--- src/rtl/cic_interp_pkg.sv ---
package cic_interp_pkg;
  typedef enum logic {CH_ZERO = 1'b0, CH_ONE = 1'b1} chan_e;

  function automatic int unsigned guard_bits(input int unsigned sections, input int unsigned log_rate);
    return (sections - 1) * log_rate;
  endfunction
endpackage

--- src/rtl/cic_rate_gen.sv ---
module cic_rate_gen
  import cic_interp_pkg::*;
#(
  parameter int unsigned CLK_HZ = 50_000_000,
  parameter int unsigned OUT_HZ = 2_822_400,
  parameter int unsigned R      = 16
) (
  input  logic  clk,
  input  logic  rst_n,
  output logic  tick,
  output logic  proc,
  output chan_e chan,
  output logic  first
);
  localparam int AW = $clog2(CLK_HZ) + 1;
  localparam int PW = (R > 1) ? $clog2(R) : 1;

  logic [AW-1:0] acc;
  logic [AW-1:0] acc_sum;
  logic          busy;
  logic [PW-1:0] ph;

  assign acc_sum = acc + AW'(OUT_HZ);

  always_ff @(posedge clk) begin
    if (!rst_n) begin
      acc  <= '0;
      tick <= 1'b0;
      busy <= 1'b0;
      ph   <= '0;
    end else begin
      if (acc_sum >= AW'(CLK_HZ)) begin
        acc  <= acc_sum - AW'(CLK_HZ);
        tick <= 1'b1;
      end else begin
        acc  <= acc_sum;
        tick <= 1'b0;
      end
      busy <= tick;
      if (busy) ph <= (ph == PW'(R - 1)) ? '0 : ph + 1'b1;
    end
  end

  assign proc  = tick | busy;
  assign chan  = busy ? CH_ONE : CH_ZERO;
  assign first = (ph == '0);
endmodule

--- src/rtl/cic_comb_bank.sv ---
module cic_comb_bank
  import cic_interp_pkg::*;
#(
  parameter int IN_W  = 18,
  parameter int ACC_W = 22,
  parameter int NSEC  = 2
) (
  input  logic                    clk,
  input  logic                    rst_n,
  input  logic                    proc,
  input  chan_e                   chan,
  input  logic                    first,
  input  logic                    take,
  input  logic signed [IN_W-1:0]  in_ch0,
  input  logic signed [IN_W-1:0]  in_ch1,
  output logic signed [IN_W-1:0]  held1,
  output logic signed [ACC_W-1:0] stuffed
);
  logic signed [ACC_W-1:0] dly [2][NSEC];
  logic signed [ACC_W-1:0] stg [NSEC+1];
  logic signed [IN_W-1:0]  x_sel;
  logic                    ci;

  function automatic logic signed [ACC_W-1:0] widen(input logic signed [IN_W-1:0] v);
    return {{(ACC_W-IN_W){v[IN_W-1]}}, v};
  endfunction

  function automatic logic signed [ACC_W-1:0] zero_stuff(input logic keep, input logic signed [ACC_W-1:0] v);
    return keep ? v : '0;
  endfunction

  always_ff @(posedge clk) begin
    if (!rst_n) held1 <= '0;
    else if (take) held1 <= in_ch1;
  end

  assign ci    = (chan == CH_ONE);
  assign x_sel = ci ? held1 : in_ch0;

  always_comb begin
    stg[0] = widen(x_sel);
    for (int s = 0; s < NSEC; s++) stg[s+1] = stg[s] - dly[ci][s];
  end

  for (genvar c = 0; c < 2; c++) begin : g_ch
    for (genvar s = 0; s < NSEC; s++) begin : g_sec
      always_ff @(posedge clk) begin
        if (!rst_n) dly[c][s] <= '0;
        else if (proc && first && (ci == c[0])) dly[c][s] <= stg[s];
      end
    end
  end

  assign stuffed = zero_stuff(first, stg[NSEC]);
endmodule

--- src/rtl/cic_integ_bank.sv ---
module cic_integ_bank
  import cic_interp_pkg::*;
#(
  parameter int OUT_W = 18,
  parameter int ACC_W = 22,
  parameter int NSEC  = 2,
  parameter int SHIFT = 4
) (
  input  logic                    clk,
  input  logic                    rst_n,
  input  logic                    proc,
  input  chan_e                   chan,
  input  logic signed [ACC_W-1:0] stuffed,
  output logic signed [OUT_W-1:0] out_ch0,
  output logic signed [OUT_W-1:0] out_ch1,
  output logic                    out_valid
);
  localparam logic signed [ACC_W-1:0] HALF_V = (SHIFT > 0) ? ACC_W'(1) <<< (SHIFT - 1) : '0;

  logic signed [ACC_W-1:0] integ [2][NSEC];
  logic signed [ACC_W-1:0] run [NSEC+1];
  logic signed [OUT_W-1:0] pend0;
  logic signed [OUT_W-1:0] rounded;
  logic                    ci;

  function automatic logic signed [OUT_W-1:0] round_out(input logic signed [ACC_W-1:0] v);
    logic signed [ACC_W-1:0] t;
    t = v + HALF_V;
    t = t >>> SHIFT;
    return t[OUT_W-1:0];
  endfunction

  assign ci = (chan == CH_ONE);

  always_comb begin
    run[0] = stuffed;
    for (int s = 0; s < NSEC; s++) run[s+1] = integ[ci][s] + run[s];
  end

  assign rounded = round_out(run[NSEC]);

  for (genvar c = 0; c < 2; c++) begin : g_ch
    for (genvar s = 0; s < NSEC; s++) begin : g_sec
      always_ff @(posedge clk) begin
        if (!rst_n) integ[c][s] <= '0;
        else if (proc && (ci == c[0])) integ[c][s] <= run[s+1];
      end
    end
  end

  always_ff @(posedge clk) begin
    if (!rst_n) begin
      pend0     <= '0;
      out_ch0   <= '0;
      out_ch1   <= '0;
      out_valid <= 1'b0;
    end else begin
      out_valid <= proc && ci;
      if (proc && !ci) pend0 <= rounded;
      if (proc && ci) begin
        out_ch0 <= pend0;
        out_ch1 <= rounded;
      end
    end
  end
endmodule

--- src/rtl/cic_interp_2ch.sv ---
module cic_interp_2ch
  import cic_interp_pkg::*;
#(
  parameter int          IN_W   = 18,
  parameter int          R      = 16,
  parameter int          NSEC   = 2,
  parameter int unsigned CLK_HZ = 50_000_000,
  parameter int unsigned OUT_HZ = 2_822_400
) (
  input  logic                   clk,
  input  logic                   rst_n,
  input  logic signed [IN_W-1:0] in_ch0,
  input  logic signed [IN_W-1:0] in_ch1,
  output logic                   in_take,
  output logic signed [IN_W-1:0] out_ch0,
  output logic signed [IN_W-1:0] out_ch1,
  output logic                   out_valid
);
  localparam int LOGR  = $clog2(R);
  localparam int SHIFT = int'(guard_bits(NSEC, LOGR));
  localparam int ACC_W = IN_W + SHIFT;

  logic                    tick;
  logic                    proc;
  chan_e                   chan;
  logic                    first;
  logic signed [IN_W-1:0]  held1;
  logic signed [ACC_W-1:0] stuffed;

  cic_rate_gen #(.CLK_HZ(CLK_HZ), .OUT_HZ(OUT_HZ), .R(R)) u_rate (
    .clk(clk), .rst_n(rst_n), .tick(tick), .proc(proc), .chan(chan), .first(first)
  );

  assign in_take = tick && first;

  cic_comb_bank #(.IN_W(IN_W), .ACC_W(ACC_W), .NSEC(NSEC)) u_comb (
    .clk(clk), .rst_n(rst_n), .proc(proc), .chan(chan), .first(first), .take(in_take),
    .in_ch0(in_ch0), .in_ch1(in_ch1), .held1(held1), .stuffed(stuffed)
  );

  cic_integ_bank #(.OUT_W(IN_W), .ACC_W(ACC_W), .NSEC(NSEC), .SHIFT(SHIFT)) u_integ (
    .clk(clk), .rst_n(rst_n), .proc(proc), .chan(chan), .stuffed(stuffed),
    .out_ch0(out_ch0), .out_ch1(out_ch1), .out_valid(out_valid)
  );
endmodule

--- config.mk ---
export PLATFORM = sky130hd
export DESIGN_NAME = cic_interp_2ch
export DESIGN_NICKNAME = d
export VERILOG_FILES = /design/src/rtl/cic_interp_pkg.sv /design/src/rtl/cic_rate_gen.sv /design/src/rtl/cic_comb_bank.sv /design/src/rtl/cic_integ_bank.sv /design/src/rtl/cic_interp_2ch.sv
export SDC_FILE = /design/constraint.sdc
export NUM_CORES = 1
export LEC_CHECK = 0
export BUFFER_PORTS_ARGS = -buffer_cell sky130_fd_sc_hd__clkbuf_2
export CELL_PAD_IN_SITES_DETAIL_PLACEMENT = 1
export CELL_PAD_IN_SITES_GLOBAL_PLACEMENT = 1
export CORE_AREA = 2 2 179 181
export CTS_CLUSTER_SIZE = 28
export DETAILED_ROUTE_END_ITERATION = 10
export DIE_AREA = 0 0 181 183
export PLACE_DENSITY = 0.93
export SLEW_MARGIN = 25
export SYNTH_ARGS = -nofsm -noshare
export SYNTH_HDL_FRONTEND = slang
export SYNTH_SLANG_ARGS = --single-unit
--- constraint.sdc ---
create_clock -name clk -period 23.6 [get_ports clk]
set_input_delay 4.72 -clock clk [delete_from_list [all_inputs] [get_ports clk]]
set_output_delay 4.72 -clock clk [all_outputs]
set_load 0.01 [all_outputs]
==> results.md <==
- First-pass GRT wire length: roughly 85 mm
- Cell area after synthesis: between 15000 and 20000 um2
- Hold Crit Endpoint: u_integ.pend0[16]
- #FFs+latches synth: 267
- Vias after detailed routing: 13800
- Kind of critical path: input port to register
- Leakage: 7.08 nW
- Vias in the first global route: around 15000
- Setup Buffers After CTS: 0
- Post-Synthesis Cells: between 1500 and 2000
- Io pins: 76
- CP max FO: 10
- Final HPWL DP: about 33 mm
- Initial antenna violation count: 0
- Multi-input gate area: 8670 um2
- Die Y: roughly 180 um
- Worst slew pin tran: approximately 1.0 ns
- Number of synthesized flops with an enable pin: 168
- Synth Area per Inst: between 9 and 10 um2
- Hold_sp: u_integ.pend0[16]
- Buf/Inv on CP: 4
- Clock root cell: clkbuf_16
- Synth unique cells: between 90 and 100
- PostCTS Resize Cnt: 0
- Status: finished, final reports clean
- Worst skew pair latency: between 0.5 and 0.6 ns
- CP endpoint kind: register
- Clock power share: a little over a quarter
- Req. time, crit path: between 20 and 25 ns
- Inserted Clock Buffers: 29
- Final net count: 1861
- FF-to-FF End: u_integ.out_ch1[17]
- Core Box Area: 31200 um2
- Slowest cell on crit path: a2111oi_0
- Crit path time final: 13.66 ns
- Synth area leader: edfxtp_1
- GP Congestion: 0.875
- Clk sink count: between 200 and 300
- Drt wl/cell: between 20 and 25 um
- Commonest cells in the netlist: 213 x nor2_1, 168 x edfxtp_1, 132 x nand2_1
- Initial DRT Pass Iterations: 5
- Worst min-delay path class: register to register
- Sequential power share: around 29%
- Worst hold stages: 2
- GRT Total Usage: about 32%
- Antenna diodes: 0
- RR Startpoint: u_rate.busy
- CTS Buffer Depth: 3
- Seq/Total Area, Yosys: 43.0%
- Endpoints failing setup: 0
- Storage cell area: 7030 um2
- Logic pwr share: between 40 and 50%
- Synth async-reset ratio: 0%
- Yosys top cell area share: 30.9%
- CP Launch Type: input port
- Vias per cell: about 6.4
- Final hold viol count: 0
- Clk_skew: roughly 0.015 ns
- Design Area, Final: between 15000 and 20000 um2
- FF-to-FF setup slack: ~13 ns
- Mapped Nets: between 1500 and 2000
- Drt first-iter violations: around 1200
- Internal cell power: approximately 1.0 mW
- Hold buffer count at CTS: 0
- CTS tree: built
- Area contributors post-synth: edfxtp_1 31%, dfxtp_1 12%, ha_1 6.5%
- Final Cycle Share: a little under 60%
- P_sw: around 0.76 mW
- Slew headroom: roughly a third
- Crit-path leading delay family: compound AO/OA/AOI/OAI gates
- DP Area: approximately 17000 um2
- PortBufs: 75
- Drt total wl: 53.1 mm
- CP arrival: roughly 14 ns
- Fillers: about 3400
- CP peak stage delay: about 0.56 ns
- Max Clock Freq: between 0.07 and 0.08 GHz
- Setup TNS: 0 ns
- Ys flop type: edfxtp_1
- Worst R2R Path Depth: 37
- Clock-pin slew on the worst setup and hold paths: 0.06 ns
- Htree depth: 1
- Largest net degree at the start of global routing: 103
- Switch share: a little over two fifths
- Max Cap Violations: 0
- Layout Area Growth over Synthesis: 10.4%
- Die span in x: about 180 um
- Overall Power: ~1.8 mW
- RSZ-0062 raised after global routing: no
- Row Count: 65
- Pwr dens: roughly 99 nW/um2
- Worst vdd ir: 0.0000723 V
- DRC: 0
- Most common cell on crit path: ha_1
- Fraction of layout instances using a drive strength above 1: between 10% and 20%
- Starting Density: a little over half
- Synth Warn #: 0
- Routed Antenna Nets: 0
- GRT overflow: 0
- Die area: approximately 33000 um2
- Slew Limit Fails: 0
- Top-count cell post-synth: nor2_1
-- layout by cell type, fill, tap and decap left out, types with 6 or more instances in the layout --
cell type,Yosys,routed
dfxtp_1,99,98
nor3b_1,9,9
nor4_1,7,7
nand3_1,22,22
a21oi_1,68,68
clkinv_2,0,6
clkbuf_16,0,32
inv_1,97,95
or3_1,8,8
o21a_1,16,16
nand2b_1,23,23
xnor2_1,61,61
o211ai_1,15,15
nand2_1,132,132
a21boi_0,20,20
edfxtp_1,168,168
nand4_1,10,10
buf_4,1,12
and2_1,49,49
o21ai_1,16,16
a22o_1,6,6
and3_1,15,15
nor2b_1,37,37
ha_1,85,85
a2111oi_0,6,6
a211oi_1,13,13
mux2_2,46,46
clkbuf_8,3,7
clkbuf_2,0,75
nor2_1,213,213
a21o_1,15,15
o21ai_0,68,66
mux2i_1,84,84
nor3_1,31,31
a31oi_1,17,17
o211a_1,8,8
xor2_1,44,44
-- per-stage QoR --
step / instances / util [%] / hold slack [ns] / setup slack, ns
global placement: 2105 / 54.6 / 0.437 / 10.35
finish: 2158 / 57.8 / 0.467 / 9.94
floorplan: 1677 / - / 0.425 / 11.53
detailed placement: 2105 / 54.6 / 0.447 / 9.78
global route: 2158 / 57.8 / 0.498 / 9.22
CTS: 2158 / 57.7 / 0.468 / 10.09
-- power by group through the flow --
stage | combinational (mW) | sequential [mW] | clock [mW]
6_report | 0.797 | 0.518 | 0.472
5_1_grt | 0.851 | 0.519 | 0.489
4_1_cts | 0.772 | 0.517 | 0.471
3_5_place_dp | 0.736 | 0.526 | 0
3_3_place_gp | 0.691 | 0.525 | 0
2_1_floorplan | 0.532 | 0.524 | 0
-- metal layers --
layer | vias to the layer above | GRT usage (%) | share of wire, % | routed length (um)
met5 | - | 0 | 0 | 0
met2 | 600 | 57.1 | 50 | 26700
met3 | 167 | 4.21 | 6.0 | 3160
met4 | 0 | 14.4 | 4.5 | 2370
met1 | 6884 | 38.9 | 39 | 20900
li1 | 6101 | - | - | -
-- sequential cells by signal, indices dropped and copies added, names as in the netlist, 4 cells and up --
name and cells:
u_integ.integ 88, u_integ.out_ch1 18, u_integ.pend0 18, u_comb.held1 18, u_rate.acc 20, u_rate.ph 4, u_integ.out_ch0 18, u_comb.dly 80
-- worst min-delay path: stages, from the launching register on --
cell and delay (ns):
dfxtp_1 0.32, nand2_1 0.05, o21ai_1 0.05
-- final cells by class --
class | instances | area share [%]
sequential | 267 | 39.0
timing repair buffer | 88 | 2.69
multi-input combinational | 1249 | 48.1
tap | 402 | 2.79
inverter | 99 | 2.06
clock buffer | 43 | 5.06
clock inverter | 10 | 0.347
-- cells by family after synthesis --
group	Yosys count	share of synthesized area, %
xor gates and xnor gates	106	5.77
buffers and inverters	161	4.11
adders and majority gates	90	7.06
AOI/OAI and AO/OA	336	14.3
DFF	267	43.0
and+or+nand+nor	586	17.3
muxes	131	8.46
-- worst max path at each step --
stage	startpoint	to	slack, ns	depth (start not counted)
2_1_floorplan	in_ch0[1]	u_integ.out_ch1[17]	11.53	39
3_3_place_gp	in_ch0[0]	u_integ.pend0[17]	10.35	39
3_5_place_dp	in_ch0[0]	u_integ.pend0[17]	9.78	39
4_1_cts	in_ch0[0]	u_integ.out_ch1[17]	10.09	39
5_1_grt	in_ch0[0]	u_integ.out_ch1[17]	9.22	38
6_report	in_ch0[0]	u_integ.out_ch1[17]	9.94	38
Power figures use the tool's default switching activity.
